File: src/rtl/refclk_gate_pkg.sv
package refclk_gate_pkg;
  localparam logic [1:0] MODE_LOBW = 2'b00;
  localparam logic [1:0] MODE_BYP  = 2'b01;
  localparam logic [1:0] MODE_HIBW = 2'b11;

  function automatic logic [1:0] decode_mode(input logic [1:0] code);
    return (code == 2'b10) ? MODE_BYP : code;
  endfunction
endpackage

File: src/rtl/rgc_sync.sv
module rgc_sync #(
  parameter int WIDTH  = 1,
  parameter int STAGES = 2
) (
  input  logic             clk_i,
  input  logic             rst_ni,
  input  logic [WIDTH-1:0] d_i,
  output logic [WIDTH-1:0] q_o
);
  logic [WIDTH-1:0] stage_q [STAGES];

  for (genvar s = 0; s < STAGES; s++) begin : g_stage
    if (s == 0) begin : g_first
      always_ff @(posedge clk_i or negedge rst_ni) begin
        if (!rst_ni) stage_q[s] <= '0;
        else         stage_q[s] <= d_i;
      end
    end else begin : g_next
      always_ff @(posedge clk_i or negedge rst_ni) begin
        if (!rst_ni) stage_q[s] <= '0;
        else         stage_q[s] <= stage_q[s-1];
      end
    end
  end

  assign q_o = stage_q[STAGES-1];
endmodule

File: src/rtl/rgc_strap_latch.sv
module rgc_strap_latch
  import refclk_gate_pkg::*;
(
  input  logic       clk_i,
  input  logic       rst_ni,
  input  logic       pwrgd_s_i,
  input  logic       freq_i,
  input  logic [1:0] mode_i,
  output logic       freq_o,
  output logic [1:0] mode_o,
  output logic       latched_o
);
  logic pwrgd_d_q;
  logic capture;

  assign capture = pwrgd_s_i && !pwrgd_d_q && !latched_o;

  always_ff @(posedge clk_i or negedge rst_ni) begin
    if (!rst_ni) begin
      pwrgd_d_q <= 1'b0;
      latched_o <= 1'b0;
      freq_o    <= 1'b1;
      mode_o    <= MODE_LOBW;
    end else begin
      pwrgd_d_q <= pwrgd_s_i;
      if (capture) begin
        latched_o <= 1'b1;
        freq_o    <= freq_i;
        mode_o    <= decode_mode(mode_i);
      end
    end
  end
endmodule

File: src/rtl/rgc_out_gate.sv
module rgc_out_gate #(
  parameter int DLY = 3
) (
  input  logic clk_i,
  input  logic rst_ni,
  input  logic cond_i,
  output logic en_q_o,
  output logic clk_o
);
  logic [DLY-1:0] pipe_q;
  logic           en_neg_q;

  for (genvar k = 0; k < DLY; k++) begin : g_dly
    if (k == 0) begin : g_head
      always_ff @(posedge clk_i or negedge rst_ni) begin
        if (!rst_ni) pipe_q[k] <= 1'b0;
        else         pipe_q[k] <= cond_i;
      end
    end else begin : g_tail
      always_ff @(posedge clk_i or negedge rst_ni) begin
        if (!rst_ni) pipe_q[k] <= 1'b0;
        else         pipe_q[k] <= pipe_q[k-1];
      end
    end
  end

  assign en_q_o = pipe_q[DLY-1];

  // retime to the falling edge so the AND below only switches in the low phase
  always_ff @(negedge clk_i or negedge rst_ni) begin
    if (!rst_ni) en_neg_q <= 1'b0;
    else         en_neg_q <= en_q_o;
  end

  assign clk_o = clk_i & en_neg_q;
endmodule

File: src/rtl/refclk_gate_ctrl.sv
module refclk_gate_ctrl
  import refclk_gate_pkg::*;
#(
  parameter int NUM_OUT     = 8,
  parameter int SYNC_STAGES = 2,
  parameter int LATENCY     = 5
) (
  input  logic               ref_clk_i,
  input  logic               rst_ni,
  input  logic               pwrgd_i,
  input  logic [NUM_OUT-1:0] oe_n_i,
  input  logic [NUM_OUT-1:0] out_en_i,
  input  logic               freq_strap_i,
  input  logic [1:0]         mode_strap_i,
  input  logic               sw_mode_en_i,
  input  logic [1:0]         sw_mode_i,
  output logic [NUM_OUT-1:0] clk_o,
  output logic [1:0]         pll_mode_o,
  output logic               pll_on_o,
  output logic [1:0]         mode_rb_o,
  output logic               freq_rb_o
);
  localparam int DLY    = LATENCY - SYNC_STAGES;
  localparam int SYNC_W = 2 * NUM_OUT + 1;

  logic [SYNC_W-1:0]  sync_q;
  logic               pwrgd_s;
  logic [NUM_OUT-1:0] oe_n_s;
  logic [NUM_OUT-1:0] out_en_s;
  logic [NUM_OUT-1:0] cond_s;
  logic [NUM_OUT-1:0] gate_en;
  logic               strap_latched;

  rgc_sync #(.WIDTH(SYNC_W), .STAGES(SYNC_STAGES)) i_sync (
    .clk_i  (ref_clk_i),
    .rst_ni (rst_ni),
    .d_i    ({pwrgd_i, oe_n_i, out_en_i}),
    .q_o    (sync_q)
  );

  assign {pwrgd_s, oe_n_s, out_en_s} = sync_q;
  assign cond_s = {NUM_OUT{pwrgd_s}} & out_en_s & ~oe_n_s;

  rgc_strap_latch i_strap (
    .clk_i     (ref_clk_i),
    .rst_ni    (rst_ni),
    .pwrgd_s_i (pwrgd_s),
    .freq_i    (freq_strap_i),
    .mode_i    (mode_strap_i),
    .freq_o    (freq_rb_o),
    .mode_o    (mode_rb_o),
    .latched_o (strap_latched)
  );

  for (genvar i = 0; i < NUM_OUT; i++) begin : g_out
    rgc_out_gate #(.DLY(DLY)) i_gate (
      .clk_i  (ref_clk_i),
      .rst_ni (rst_ni),
      .cond_i (cond_s[i]),
      .en_q_o (gate_en[i]),
      .clk_o  (clk_o[i])
    );
  end

  assign pll_mode_o = sw_mode_en_i ? decode_mode(sw_mode_i) : mode_rb_o;
  assign pll_on_o   = pwrgd_s && strap_latched && (pll_mode_o != MODE_BYP);
endmodule


File: config.mk
export PLATFORM = sky130hd
export DESIGN_NAME = refclk_gate_ctrl
export DESIGN_NICKNAME = d
export VERILOG_FILES = /design/src/rtl/refclk_gate_pkg.sv /design/src/rtl/rgc_sync.sv /design/src/rtl/rgc_strap_latch.sv /design/src/rtl/rgc_out_gate.sv /design/src/rtl/refclk_gate_ctrl.sv
export SDC_FILE = /design/constraint.sdc
export NUM_CORES = 1
export LEC_CHECK = 0
export BUFFER_PORTS_ARGS = -buffer_cell sky130_fd_sc_hd__buf_2
export CAP_MARGIN = 0
export CORE_ASPECT_RATIO = 1.2
export CORE_MARGIN = 3
export CORE_UTILIZATION = 50
export CTS_CLUSTER_SIZE = 20
export DETAILED_ROUTE_END_ITERATION = 10
export PLACE_DENSITY = 0.73
export RECOVER_POWER = 100
export SETUP_SLACK_MARGIN = 0.02
export SLEW_MARGIN = 30
export SYNTH_ARGS = -nofsm -noshare
export SYNTH_HDL_FRONTEND = slang
export SYNTH_HIERARCHICAL = 1
export SYNTH_SLANG_ARGS = --single-unit
File: constraint.sdc
create_clock -name ref_clk_i -period 3.5 [get_ports ref_clk_i]
set_clock_uncertainty 0.2 [all_clocks]
set_input_delay 0.7 -clock ref_clk_i [delete_from_list [all_inputs] [get_ports ref_clk_i]]
set_output_delay 0.7 -clock ref_clk_i [all_outputs]
set_load 0.01 [all_outputs]
==> impl_results.md, run 1 <==
* Full die area at roughly 5000 um^2
* Violated checks: setup timing
* Startpoint types: flip-flop
* Post-CTS sizing at 0
* Synth Area in Simple Gates at 7.24%
* CTS tree: yes
* Sequential fraction of the synthesis area at roughly 82%
* Crit Path Class: reg -> out
* Sequential standard cell area at 1780 um^2
* VDD IR-drop max at 328 uV
* First-pass GRT wire length at 4.46 mm
* Netlist cell types at 18
* FP Rows at 25
* I/O Buffers at 38
* Largest family of logic cells by synthesized area: simple AND/OR/NAND/NOR gates
* Complex-gate fraction of the synthesized area at 1.56%
* Synth area leader: dfrtp_1
* Vias at 988
* GRT overflow at 0
* Max_slew headroom at 5.53%
* Setup ws final at -190 ps
* Largest net degree at the start of global routing at between 60 and 70
* # diodes at 0
* Final Hold Fails at 0
* Clock latency on the worst-skew pair at around 430 ps
* 1st-iter DRT viols at 52
* Worst-Margin Slew at 1420 ps
* #FFs+latches synth at 71
* Critical path's slowest cell: dfrtn_1
* Die H at 78.0 um
* Ports at 39
* Switching pwr at ~0.00035 W
* Top FF cell, synth: dfrtp_1
* Status: finished with violations
* DR WL/cell at approximately 11 um
* RSZ-0062 raised after global routing: true
* CP Capture Type: output pin
* # DRC at 0
* Vias in the first global route at about 1100
* Share of cells above drive strength 1 at 30.5%
* Yosys top cell area share at around 72%
* Nets at between 150 and 200
* Comb power frac at 3.3%
* Worst path cell trace: and2_1, buf_2
* Post-synthesis adder-cell area fraction at 0%
* Reported max-cap violation count at 0
* Syn nets at 158
* CP required at 2600 ps
* Initial antenna violation count at 0
* Via density at 4.33
* Switching portion of total power at 20.8%
* Multi-input gate area at 223 um^2
* Worst-path clk slew at 60 ps
* Synth warn at 6
* Crit path max-delay family: flip-flops
* Worst slack, placed at 268 ps
* Clock power frac at 45.1%
* DRT antenna net count at 0
* Power, Total at roughly 0.0017 W
* Pre-antenna DRT Iters at 3
* WHS at 145 ps
* Post-synth top cells: 62 x dfrtp_1, 17 x buf_4, 12 x nor2_1
* Cell with the most instances after synthesis: dfrtp_1
* Final setup viols at 16
* CP max FO at 1
* Syn Inst Count at roughly 130
* Core area at 4040 um^2
* PD cells at ~680 nW/um^2
* Multiplexer share of the synthesized area at 1.62%
* Final WL at about 2.6 mm
* XOR/XNOR Fraction of Synth Area at 0.406%
* Worst EP arrival at between 2000 and 3000 ps
* Pins over their slew limit at 0
* Fillers at 308
* Initial Util at 53.5%
* Crit path buffers/inverters at 1
* DP HPWL at 1.65 mm
* Leak at 1.27 nW
* GRT Total Usage at 13.1%
* Mapped Avg Cell Area at 16.2 um^2
* Routability Congestion at between 0.7 and 0.8
* Synthesized cell area at 2160 um^2
* Sequential share of power at 51.6%
* Largest cells by area after synthesis: dfrtp_1 72%, dfrtn_1 9.3%, buf_4 5.9%
* Ys async rst share at 100%
* Hold WC Path Type: reg -> reg
* Die width at about 66 um
* EDFF count, synth at 0
* Max incr delay on CP at between 300 and 400 ps
* Internal power at ~0.0013 W
* Area Growth Syn to Fin at 16.5%
## state kept, by name, indices dropped and copies added (netlist names)
signal and count:
g_out.i_gate/en_q_o 8, i_strap/latched_o 1, i_strap/mode_o 2, i_sync/stage_q 17
i_strap/freq_o 1, g_out.i_gate/en_neg_q 8, i_sync/q_o 17, i_strap/pwrgd_d_q 1
g_out.i_gate/pipe_q 16
## final timing paths
path                                                     start  slack [ps]  cells past startpoint                                  to
setup / recovery            g_out[1].i_gate/en_neg_q$_DFF_NN0_        -190                      2                            clk_o[1]
hold / removal             g_out[2].i_gate/pipe_q[1]$_DFF_PN0_         150                      0    g_out[2].i_gate/en_q_o$_DFF_PN0_
setup reg to reg              g_out[3].i_gate/en_q_o$_DFF_PN0_        1050                      0  g_out[3].i_gate/en_neg_q$_DFF_NN0_
hold reg to reg            g_out[2].i_gate/pipe_q[1]$_DFF_PN0_         150                      0    g_out[2].i_gate/en_q_o$_DFF_PN0_
max in group asynchronous                               rst_ni        1160                      1  g_out[0].i_gate/en_neg_q$_DFF_NN0_
min in group asynchronous                               rst_ni         850                      2    g_out[1].i_gate/en_q_o$_DFF_PN0_
## layer usage
layer / GRT usage, % / share of wire, % / vias to the layer above / wire [um]
li1: - / - / 468 / -
met2: 17.7 / 50 / 43 / 1290
met4: 13.0 / 4.4 / 0 / 113
met3: 9.26 / 11 / 13 / 273
met1: 12.5 / 35 / 464 / 884
met5: 0 / 0 / - / 0
## power groups by stage
| stage | clock network, W | logic [W] | registers, W |
|---|---|---|---|
| floorplan | 0.0000177 | 0.0000324 | 0.000890 |
| global placement | 0.0000285 | 0.0000576 | 0.000889 |
| detailed placement | 0.0000285 | 0.0000615 | 0.000892 |
| CTS | 0.000798 | 0.0000616 | 0.000877 |
| global route | 0.000848 | 0.0000663 | 0.000880 |
| finish | 0.000767 | 0.0000565 | 0.000876 |
## layout make-up
cell class	instances	area share (%)
sequential	71	70.7
clock buffer	25	9.70
multi-input combinational	40	8.85
timing repair buffer	31	5.82
tap	54	2.69
clock inverter	3	1.69
inverter	4	0.597
## cell usage in the layout (no fill, tap or decap), types with 2 or more instances in the layout
master     n
dfrtn_1    8
buf_2     31
and2_1     8
inv_1      4
nand2_1   10
mux2i_1    2
clkbuf_8  14
clkbuf_1  10
nor2_1    12
dfrtp_1   62
## stage by stage
step                      area [um^2]  setup TNS, ps  util [%]  cells
after global placement           2290              0      56.8    208
after detailed placement         2290              0      56.8    208
after floorplan                  2160              0         -    133
final                            2520          -1420      62.4    228
after global routing             2520          -1920      62.4    228
after CTS                        2540          -1630      62.9    228
## repair_timing
action	4_1_cts	5_1_grt
hold buffers	0	0
pin swaps	0	0
cloned	0	0
endpoints found under the setup margin	16	16
buffers inserted	0	0
## cells by family after synthesis
kind of cell           Yosys count
multiplexers                     3
XOR/XNOR                         1
flip-flops                      71
buffers and inverters           22
AO/OA/AOI/OAI                    4
AND/OR/NAND/NOR                 32
Note: power is estimated with default switching activity, not from simulation.
==> run 2, diff against run 1 <==
==> constraint.sdc (replaced) <==
create_clock -name ref_clk_i -period 3.5 [get_ports ref_clk_i]
set_clock_uncertainty 0.2 [all_clocks]
set_input_delay 0.35 -clock ref_clk_i [delete_from_list [all_inputs] [get_ports ref_clk_i]]
set_output_delay 0.35 -clock ref_clk_i [all_outputs]
set_load 0.01 [all_outputs]
==> run 2 against run 1 <==
Compared with the run above:
- the flow now finishes without violations
- cell count is 7.0% higher
- power is 3.5% lower
- register-to-register slack worse by 30 ps
- largest power group unchanged
- global-route usage is 2.0 points higher
- combinational power is 32% higher
- highest routed layer unchanged
- non-clock buffer count is 18 higher
- count of clock-buffer cells in the layout stayed put
- first-iteration DRC count is 37% lower
==> impl_results.md, run 2 (synthesized netlist as in run 1, its figures left out) <==
* # DRC at 0 (unchanged)
* Pre-antenna DRT Iters at 4 (was 3)
* VDD IR-drop max at 344 uV (was 328 uV)
* 1st-iter DRT viols at 33 (was 52)
* Worst path cell trace: and2_1, clkbuf_1 (was and2_1, buf_2)
* # diodes at 0 (unchanged)
* Routability Congestion at 0.734 (was 0.737)
* Crit Path Class: reg -> out (unchanged)
* Final setup viols at 0 (was 16)
* CP max FO at 1 (unchanged)
* PD cells at 617 nW/um^2 (was 676 nW/um^2)
* Clock latency on the worst-skew pair at 420 ps (was 430 ps)
* Final std cells w/o fill at 244 (was 228)
* Ports at 39 (unchanged)
* FF-to-FF Start: g_out[3].i_gate/en_q_o$_DFF_PN0_ (unchanged)
* Most common cell after layout, fill and taps aside: dfrtp_1 (unchanged)
* Fin Setup TNS at 0 ps (was -1420 ps)
* Core area at 4040 um^2 (unchanged)
* Critical path's slowest cell: dfrtn_1 (unchanged)
* Crit path buffers/inverters at 1 (unchanged)
* Hold WC Path Type: in -> reg (was reg -> reg)
* Fillers at 290 (was 308)
* Cts hold-fix bufs at 18 (was 0)
* Pins over their slew limit at 0 (unchanged)
* CP required at 2950 ps (was 2600 ps)
* Status: completed (was finished with violations)
* R2r setup slk at 1020 ps (was 1050 ps)
* Nets at 212 (was 194)
* WHS Path Cells at 3 (was 0)
* DR WL/cell at 12.4 um (was 11.2 um)
* Reg2Reg Capture Point: g_out[3].i_gate/en_neg_q$_DFF_NN0_ (unchanged)
* Worst EP arrival at 2810 ps (was 2790 ps)
* Largest net degree at the start of global routing at 64 (unchanged)
* GRT overflow at 0 (unchanged)
* Setup bufs post-CTS at 0 (unchanged)
* Crit path max-delay family: flip-flops (unchanged)
* Vias at 1088 (was 988)
* Post-CTS sizing at 0 (unchanged)
* WHS Endpoint: i_strap/mode_o[1]$_DFFE_PN0P_ (was g_out[2].i_gate/en_q_o$_DFF_PN0_)
* Reported max-cap violation count at 0 (unchanged)
* Final Hold Fails at 0 (unchanged)
* FP Rows at 25 (unchanged)
* DRT antenna net count at 0 (unchanged)
* RSZ-0062 raised after global routing: false (was true)
* # placed instances at 208 (unchanged)
* Most frequent cells in the layout: 62 x dfrtp_1, 23 x buf_2, 18 x dlygate4sd3_1, 17 x clkbuf_1, 15 x clkbuf_8 (was 62 x dfrtp_1, 31 x buf_2, 14 x clkbuf_8, 12 x nor2_1)
* Via density at 4.46 (was 4.33)
* Power, Total at 0.00164 W (was 0.00170 W)
* HP Start: mode_strap_i[1] (was g_out[2].i_gate/pipe_q[1]$_DFF_PN0_)
* Area Growth Syn to Fin at 23.1% (was 16.5%)
* WHS at 54.9 ps (was 145 ps)
* I/O Buffers at 38 (unchanged)
* Worst-path clk slew at 70 ps (was 60 ps)
* Full die area at 5150 um^2 (unchanged)
* CP Capture Type: output pin (unchanged)
* Initial Util at 53.5% (unchanged)
* Die width at 66.0 um (unchanged)
* Worst-Margin Slew at 1430 ps (was 1420 ps)
* Die H at 78.0 um (unchanged)
* Fin util at 65.9% (was 62.4%)
* Final WL at 3.02 mm (was 2.56 mm)
* Max incr delay on CP at 380 ps (about the same)
* First-pass GRT wire length at 5.14 mm (was 4.46 mm)
* GRT Total Usage at 15.1% (was 13.1%)
* Leak at 1.30 nW (was 1.27 nW)
* CTS tree: yes (unchanged)
* Vias in the first global route at 1198 (was 1083)
* R2R cell count at 0 (unchanged)
* Initial antenna violation count at 0 (unchanged)
* Share of cells above drive strength 1 at 23.2% (was 30.5%)
* Startpoint types: flip-flop (unchanged)
* DP HPWL at 1.75 mm (was 1.65 mm)
* Max_slew headroom at 4.76% (was 5.53%)
[run 2: metrics by stage]
stage,instance area [um^2],setup WS [ps]
after global routing,2660,55.0
after floorplan,2160,691
after detailed placement,2290,612
after CTS,2690,134
after global placement,2290,631
final,2660,136
[run 2: layout make-up]
type | instances | area (um^2) | area share (%)
repair buffers | 49 | 327 | 12.3
clock buffers | 25 | 244 | 9.18
clock inverters | 1 | 5.00 | 0.188
inverters | 4 | 15.0 | 0.565
flip-flops and latches | 71 | 1780 | 66.9
well taps | 54 | 67.6 | 2.54
multi-input cells | 40 | 223 | 8.38
[run 2: how the worst max path moves through the flow]
stage	depth (start not counted)	start	endpoint
6_report	2	g_out[2].i_gate/en_neg_q$_DFF_NN0_	clk_o[2]
5_1_grt	2	g_out[1].i_gate/en_neg_q$_DFF_NN0_	clk_o[1]
3_5_place_dp	2	g_out[5].i_gate/en_neg_q$_DFF_NN0_	clk_o[5]
2_1_floorplan	1	g_out[0].i_gate/en_neg_q$_DFF_NN0_	clk_o[0]
4_1_cts	2	g_out[5].i_gate/en_neg_q$_DFF_NN0_	clk_o[5]
3_3_place_gp	2	g_out[7].i_gate/en_neg_q$_DFF_NN0_	clk_o[7]
[run 2: layer usage]
| metal | track usage, % | vias up | wire, um |
|---|---|---|---|
| li1 | - | 502 | - |
| met1 | 14.3 | 524 | 1040 |
| met2 | 21.9 | 50 | 1570 |
| met3 | 8.68 | 12 | 272 |
| met4 | 14.6 | 0 | 129 |
| met5 | 0 | - | 0 |
[run 2: where the power goes]
part	switching (W)	internal, W
registers	0.0000152	0.000862
logic	0.0000394	0.0000349
clock network	0.000291	0.000397
